## src/rtl/irq_comb_pkg.sv

```systemverilog
package irq_comb_pkg;
   localparam int GRP_W = 8;
   localparam int LANES = 4;

   typedef enum logic [1:0] {
      IDX_EN_SET = 2'd0,
      IDX_EN_CLR = 2'd1,
      IDX_RAW    = 2'd2,
      IDX_MASKED = 2'd3
   } reg_idx_e;

   typedef struct packed {
      logic     set_wr;
      logic     clr_wr;
      logic     illegal_wr;
      logic     in_quad;
      logic     in_sum;
      reg_idx_e idx;
   } dec_t;
endpackage

```

## src/rtl/irq_comb_decode.sv

```systemverilog
module irq_comb_decode
   import irq_comb_pkg::*;
#(
   parameter int WA_W      = 9,
   parameter int NUM_QUADS = 16,
   parameter int SUM_WORDS = 2
) (
   input  logic            req_valid,
   input  logic            req_write,
   input  logic [WA_W-1:0] req_waddr,
   output dec_t            dec_o,
   output logic [WA_W-4:0] quad_o,
   output logic [WA_W-2:0] sum_word_o
);
   logic wr;

   always_comb begin
      quad_o        = req_waddr[WA_W-2:2];
      sum_word_o    = req_waddr[WA_W-2:0];
      dec_o.idx     = reg_idx_e'(req_waddr[1:0]);
      dec_o.in_quad = !req_waddr[WA_W-1] && (32'(quad_o) < NUM_QUADS);
      dec_o.in_sum  = req_waddr[WA_W-1] && (32'(sum_word_o) < SUM_WORDS);
      wr            = req_valid && req_write;
      dec_o.set_wr  = wr && dec_o.in_quad && (dec_o.idx == IDX_EN_SET);
      dec_o.clr_wr  = wr && dec_o.in_quad && (dec_o.idx == IDX_EN_CLR);
      dec_o.illegal_wr = wr && !(dec_o.in_quad &&
                         (dec_o.idx == IDX_EN_SET || dec_o.idx == IDX_EN_CLR));
   end
endmodule

```

## src/rtl/irq_comb_group.sv

```systemverilog
module irq_comb_group
   import irq_comb_pkg::*;
#(
   parameter bit IGNORE = 1'b0
) (
   input  logic             clk,
   input  logic             rst_n,
   input  logic [GRP_W-1:0] src_i,
   input  logic             set_we,
   input  logic             clr_we,
   input  logic [GRP_W-1:0] wbyte_i,
   output logic [GRP_W-1:0] pend_o,
   output logic [GRP_W-1:0] en_o,
   output logic             irq_o
);
   logic [GRP_W-1:0] src_eff;
   logic [GRP_W-1:0] en_nxt;

   generate
      if (IGNORE) begin : g_off
         logic unused_src;
         assign unused_src = ^src_i;
         assign src_eff    = '0;
      end else begin : g_on
         assign src_eff = src_i;
      end
   endgenerate

   always_comb begin
      en_nxt = en_o;
      if (set_we)      en_nxt = en_o | wbyte_i;
      else if (clr_we) en_nxt = en_o & ~wbyte_i;
   end

   always_ff @(posedge clk or negedge rst_n) begin
      if (!rst_n) begin
         pend_o <= '0;
         en_o   <= '0;
         irq_o  <= 1'b0;
      end else begin
         pend_o <= src_eff;
         en_o   <= en_nxt;
         irq_o  <= |(src_eff & en_nxt);
      end
   end
endmodule

```

## src/rtl/irq_combiner.sv

```systemverilog
module irq_combiner
   import irq_comb_pkg::*;
#(
   parameter int NUM_GROUPS      = 64,
   parameter bit EXTERNAL        = 1'b0,
   parameter int EXT_GROUP_LIMIT = 16,
   parameter int WA_W            = 9
) (
   input  logic                        clk,
   input  logic                        rst_n,
   input  logic [NUM_GROUPS*GRP_W-1:0] src_i,
   input  logic                        req_valid,
   input  logic                        req_write,
   input  logic [WA_W-1:0]             req_waddr,
   input  logic [31:0]                 req_wdata,
   output logic [31:0]                 rdata_o,
   output logic [NUM_GROUPS-1:0]       grp_irq_o,
   output logic                        err_o
);
   localparam int NUM_QUADS = NUM_GROUPS / LANES;
   localparam int SUM_WORDS = NUM_GROUPS / 32;
   localparam int LIVE_GRPS = EXTERNAL ? EXT_GROUP_LIMIT : NUM_GROUPS;

   generate
      if (NUM_GROUPS % 32 != 0 || NUM_GROUPS < 32)
         $error("NUM_GROUPS must be a nonzero multiple of 32");
      if (NUM_QUADS > 2 ** (WA_W - 3))
         $error("WA_W too small for NUM_GROUPS");
      if (EXTERNAL && (EXT_GROUP_LIMIT < 0 || EXT_GROUP_LIMIT > NUM_GROUPS))
         $error("EXT_GROUP_LIMIT out of range");
   endgenerate

   dec_t            dec;
   logic [WA_W-4:0] quad;
   logic [WA_W-2:0] sum_word;
   logic [GRP_W-1:0] pend [NUM_GROUPS];
   logic [GRP_W-1:0] en   [NUM_GROUPS];

   irq_comb_decode #(
      .WA_W(WA_W), .NUM_QUADS(NUM_QUADS), .SUM_WORDS(SUM_WORDS)
   ) dec_i (
      .req_valid (req_valid),
      .req_write (req_write),
      .req_waddr (req_waddr),
      .dec_o     (dec),
      .quad_o    (quad),
      .sum_word_o(sum_word)
   );

   generate
      for (genvar g = 0; g < NUM_GROUPS; g++) begin : g_grp
         irq_comb_group #(.IGNORE(g >= LIVE_GRPS)) grp_i (
            .clk    (clk),
            .rst_n  (rst_n),
            .src_i  (src_i[g*GRP_W +: GRP_W]),
            .set_we (dec.set_wr && (32'(quad) == g / LANES)),
            .clr_we (dec.clr_wr && (32'(quad) == g / LANES)),
            .wbyte_i(req_wdata[(g % LANES)*GRP_W +: GRP_W]),
            .pend_o (pend[g]),
            .en_o   (en[g]),
            .irq_o  (grp_irq_o[g])
         );
      end
   endgenerate

   always_comb begin
      int gi;
      gi      = 0;
      rdata_o = '0;
      if (req_valid && !req_write) begin
         if (dec.in_quad) begin
            for (int k = 0; k < LANES; k++) begin
               gi = 32'(quad) * LANES + k;
               case (dec.idx)
                  IDX_RAW:    rdata_o[k*GRP_W +: GRP_W] = pend[gi];
                  IDX_MASKED: rdata_o[k*GRP_W +: GRP_W] = pend[gi] & en[gi];
                  default:    rdata_o[k*GRP_W +: GRP_W] = '0;
               endcase
            end
         end else if (dec.in_sum) begin
            rdata_o = grp_irq_o[32'(sum_word)*32 +: 32];
         end
      end
   end

   always_ff @(posedge clk or negedge rst_n) begin
      if (!rst_n) err_o <= 1'b0;
      else        err_o <= dec.illegal_wr;
   end
endmodule

```

## config.mk

```make
export PLATFORM = sky130hd
export DESIGN_NAME = irq_combiner
export DESIGN_NICKNAME = d
export VERILOG_FILES = /design/src/rtl/irq_comb_pkg.sv /design/src/rtl/irq_comb_decode.sv /design/src/rtl/irq_comb_group.sv /design/src/rtl/irq_combiner.sv
export SDC_FILE = /design/constraint.sdc
export NUM_CORES = 2
export LEC_CHECK = 0
export ABC_AREA = 1
export ABC_CLOCK_PERIOD_IN_PS = 1600
export BUFFER_PORTS_ARGS = -buffer_cell sky130_fd_sc_hd__buf_2
export CAP_MARGIN = 10
export CORE_MARGIN = 2
export CORE_UTILIZATION = 61
export CTS_BUF_LIST = sky130_fd_sc_hd__clkbuf_8
export DETAILED_ROUTE_END_ITERATION = 6
export PLACE_DENSITY = 0.89
export SYNTH_ARGS = -nofsm -noshare
export SYNTH_HDL_FRONTEND = slang
export SYNTH_SLANG_ARGS = --single-unit
```

## constraint.sdc

```tcl
create_clock -name clk -period 1.6 [get_ports clk]
set_input_delay 0 -clock clk [delete_from_list [all_inputs] [get_ports clk]]
set_output_delay 0 -clock clk [all_outputs]
set_load 0.01 [all_outputs]
```

==> results.cfg, run 1 <==
[logic_synthesis]
netlist-cell-type-count = 20
synth.cell_area_mm2 = 0.05343
seq_area_frac_synth_pct = 51.00
synth.ff_latch_count = 1089
syn-instance-count = 7472
syn_area_per_cell_um2 = 7.151
mappedNetlistNets = 8029
synth_top_cell_by_area = dfrtp_1
synth_top_area_share_pct = 51.00
yosys_warnings = 0
synth_area_leaders = dfrtp_1, nand2_1, nand3_1, clkbuf_1, nor2_1

[floorplan]
placementRows = 108
floorplan.die.height_um = 300.0
fp.dieW_um = 300.0
pin_count = 654
start_util_pct = 61.59

[outcome]
status = stopped before the end
failed_stage = global routing (5_1_grt)
run.stop_error = [ERROR GRT-0116] Global routing finished with congestion. Check the congestion regions in the DRC Viewer.

[cts]
cts_max_level = 4
clock-sinks = 1089
ctsRootBufferMaster = clkbuf_8
numCtsBuffers = 174
maximum_clock_insertion_buffer_count = 3

[global_route]
grt_first_pass_wirelength_um = 544200
grt_start_max_net_pins = 76
first_global_vias = 81862
global_route.usage.total_pct = 80.55
overflow_after_grt = 275

[placed_design]
io_buffers = 653
gp_congestion = 1.062
detailed_place.area_mm2 = 0.06207
hpwl_um = 155900
preCtsSetupSlack_ps = -557.1
per-stage QoR:
| step | cells | hold WS (ps) |
|---|---|---|
| 2_1_floorplan | 7472 | -295.6 |
| 3_3_place_gp | 9297 | -79.91 |
| 3_5_place_dp | 9297 | -79.53 |
| 4_1_cts | 10791 | -128.7 |
kinds of logic after synthesis:
| kind of cell | share of synthesized area (%) |
|---|---|
| DFF | 51.00 |
| and+or+nand+nor | 41.59 |
| muxes | 0.5995 |
| buffers and inverters | 5.093 |
| AOI/OAI and AO/OA | 1.714 |
Yosys cell counts:
cell      instances
inv_1            39
a21oi_1          93
mux2i_1          32
inv_2             2
nor2_2           11
clkinv_1          4
nand2_1        4213
nor2_4            6
dfrtp_1        1089
nand4_1           4
o21ai_1          30
nand3_1        1025
buf_2           135
nand2_2           1
o21ai_0          60
nor3_2            1
nor2_1          293
buf_1            31
buf_4            66
clkbuf_1        337
repair_timing:
item,4_1_cts
pin swaps,52
buffers inserted,7
endpoints found under the setup margin,56
gates resized for setup,210
endpoints found under the hold margin,2178
hold buffers,1177
routing by layer:
| metal | GRT usage (%) | GRT overflow |
|---|---|---|
| met5 | 30.69 | 2 |
| met4 | 77.05 | 118 |
| met2 | 95.14 | 148 |
| met3 | 70.42 | 4 |
| met1 | 80.49 | 3 |
==> run 2: changes to the inputs <==
--- a/config.mk
+++ b/config.mk
@@ -10,10 +10,9 @@
 export BUFFER_PORTS_ARGS = -buffer_cell sky130_fd_sc_hd__buf_2
 export CAP_MARGIN = 10
 export CORE_MARGIN = 2
-export CORE_UTILIZATION = 61
-export CTS_BUF_LIST = sky130_fd_sc_hd__clkbuf_8
+export CORE_UTILIZATION = 40
 export DETAILED_ROUTE_END_ITERATION = 6
-export PLACE_DENSITY = 0.89
+export PLACE_DENSITY_LB_ADDON = 0.15
 export SYNTH_ARGS = -nofsm -noshare
 export SYNTH_HDL_FRONTEND = slang
 export SYNTH_SLANG_ARGS = --single-unit
==> run 2 against run 1 <==
Against the previous run:
- the flow now finishes, with violations (negative setup slack)
- synthesized area did not move
- synthesized cell count is the same
==> results.cfg, run 2 <==
[sta]
final_hold_slack_ps = 58.41
worst_pin_slew_ps = 737.2
timing.fmax_mhz = 431.1
finalSetupViolCount = 34
fin_worst_setup_slack_ps = -719.7
report.final.slew_viol_count = 0
period_utilization_pct = 145.0
rsz0062_at_grt = true
timing.slew.headroom_pct = 50.85
hold_viol_final = 0
finClkSkew_ps = 20.95
period_minus_slack_ps = 2320

[logic_synthesis]
synth_enable_flop_cells = 0
synth.ff_latch_count = 1089
ys_async_rst_share_pct = 100.0
synth_top_cell_by_area = dfrtp_1
synth_top_area_share_pct = 51.00
synth_area_leaders = dfrtp_1, nand2_1, nand3_1, clkbuf_1, nor2_1
most_numerous_cell_in_the_yosys_netlist = nand2_1
syn_area_per_cell_um2 = 7.151
ys.flop_type = dfrtp_1
synth.cell_area_mm2 = 0.05343
seq_area_frac_synth_pct = 51.00
synth_commonest_cells = nand2_1, dfrtp_1, nand3_1
netlist-cell-type-count = 20
yosys_warnings = 0
syn-instance-count = 7472
mappedNetlistNets = 8029

[final_layout]
mostFrequentLayoutCell = nand2_1
mostFrequentLayoutCells = nand2_1, dfrtp_1, dlygate4sd3_1
top_flop_regs = g_grp.grp_i.en_o: 512 flops, g_grp.grp_i.pend_o: 512 flops, g_grp.grp_i.irq_o: 64 flops
drive_gt1_share_pct = 19.78
syn_to_final_growth_pct = 48.76
count_of_filler_cells_inserted_in_the_layout = 11608
finalNetCount = 9940
final-instance-count-excl-fill = 11279
utilization_after_layout_pct = 59.78

[setup_path]
worstPathArrival_ps = 2320
crit_path_max_fanout = 1
timing.setup.critical_path_class = reg -> out
critPathRequiredTime_ps = 1600
timing.critical_path.to_type = output port
worstSetupStartpointType = register

[cts]
clock_tree_from_tritoncts = done
path_clk_slew_ps = 60
clock-sinks = 1089
cts_max_level = 3
ctsRootBufferMaster = clkbuf_16
maximum_clock_insertion_buffer_count = 3
numCtsBuffers = 119
insertion_delay_ps = 760

[outcome]
failed_checks = negative setup slack
status = complete, but fails checks

[floorplan]
die_outline_area_mm2 = 0.1365
floorplan.die.height_um = 369.5
placementRows = 134
coreArea_mm2 = 0.1330
pin_count = 654
fp.dieW_um = 369.5
start_util_pct = 40.19

[global_route]
grt_antenna_before_repair = 37
grt_start_max_net_pins = 108
global_route.usage.total_pct = 36.67
overflow_after_grt = 0
first_global_vias = 58657
grt_first_pass_wirelength_um = 371500

[route]
drt_iter0_drc = 5469
route.detailed.drc = 0
via_count = 59257
routed_wire_length_per_instance_um = 22.55
antenna_left = 0
routed_wirelength_um = 254300
post_drt_via_cell_ratio = 5.254
drt-pass1-iter-count = 6

[placed_design]
gp_congestion = 0.9757
post-place-cells = 9973
io_buffers = 653
hpwl_um = 174700

[power_and_ir_drop]
clock_share_of_power_pct = 44.2
p_sw_share_pct = 26.19
power_density_mw_per_mm2 = 850.0
p_switching_mw = 17.70
share_of_power_burned_in_combinational_logic_pct = 13.5
vdd_ir_drop_max_v = 0.0008092
internal_power_mw = 49.87
leakage_nw = 41.33
power.sequential.fraction_pct = 42.3

[flow_run]
max_cap_viol_count = 0

[min_path]
worst_hold_check_path_type = in -> reg
-- run 2: cell counts after synthesis --
Identical to the previous run, type by type.
-- run 2: critical path, stage by stage (launching register included) --
cell and delay (ps):
dfrtp_1 340, nand2_1 90, nand2_2 110, nand2_2 60, nand2_2 100, nand2_2 70
nand2_2 90, nor2_1 50, nor2_1 130, nand2_2 80, a21oi_4 200, buf_6 150
buf_6 100
-- run 2: power groups by stage --
stage | registers [mW] | logic [mW] | clock network, mW
finish | 28.6 | 9.13 | 29.9
detailed placement | 29.0 | 6.46 | 0
floorplan | 29.0 | 2.24 | 0
global route | 28.6 | 9.61 | 31.2
global placement | 29.0 | 6.44 | 0
CTS | 28.5 | 8.80 | 30.1
-- run 2: final timing paths --
kind | cells after the start | endpoint | start | slack (ps)
max | 12 | rdata_o[17] | g_grp[14].grp_i.pend_o[1]$_DFF_PN0_ | -720
min | 8 | g_grp[12].grp_i.en_o[2]$_DFF_PN0_ | req_waddr[4] | 60
max reg2reg | 6 | g_grp[59].grp_i.irq_o$_DFF_PN0_ | g_grp[59].grp_i.en_o[2]$_DFF_PN0_ | 510
min reg2reg | 2 | g_grp[5].grp_i.en_o[0]$_DFF_PN0_ | g_grp[5].grp_i.en_o[0]$_DFF_PN0_ | 500
max in group asynchronous | 4 | g_grp[13].grp_i.irq_o$_DFF_PN0_ | rst_n | 360
min in group asynchronous | 3 | g_grp[43].grp_i.en_o[6]$_DFF_PN0_ | rst_n | 280
-- run 2: final cells by class --
class	count	area, µm²	area share [%]
Antenna cell	28	70.07	0.08815
Timing Repair Buffer	2359	20880	26.26
Sequential cell	1089	27270	34.31
Clock buffer	172	3573	4.496
Clock inverter	49	638.1	0.8028
Tap cell	1768	2212	2.783
Inverter	45	182.7	0.2298
Multi-Input combinational cell	5769	24660	31.03
-- run 2: metal layers --
metal | part of all wire (%) | track usage [%] | vias to the layer above
met4 | 7.4 | 23.08 | 36
met2 | 47 | 59.45 | 2966
met3 | 8.2 | 7.545 | 730
met1 | 38 | 44.61 | 28289
met5 | 0.099 | 0 | -
li1 | - | - | 27236
-- run 2: timing repair --
action / in CTS / in global routing
hold buffers: 1052 / 0
resized for setup: 331 / 100
setup buffers: 12 / 6
setup endpoints to repair: 34 / 63
gates cloned: 0 / 0
pin swaps: 119 / 117
endpoints found under the hold margin: 2153 / 0
-- run 2: per-stage QoR --
stage | setup slack (ps) | TNS, ps | area, µm² | power [mW]
finish | -719.7 | -17910 | 79480 | 67.56
global route | -781.7 | -20910 | 79420 | 69.46
floorplan | 8.985 | 0 | 53430 | 31.19
detailed placement | -613.9 | -155450 | 63410 | 35.50
global placement | -624.2 | -150670 | 63410 | 35.47
CTS | -672.8 | -17890 | 79090 | 67.41
-- run 2: cells by family after synthesis --
family | after synthesis | share of synthesized area, %
simple gates | 5554 | 41.59
flops | 1089 | 51.00
buf+inv | 614 | 5.093
compound gates | 183 | 1.714
mux | 32 | 0.5995
No activity file was read; power rests on OpenSTA's default activity.
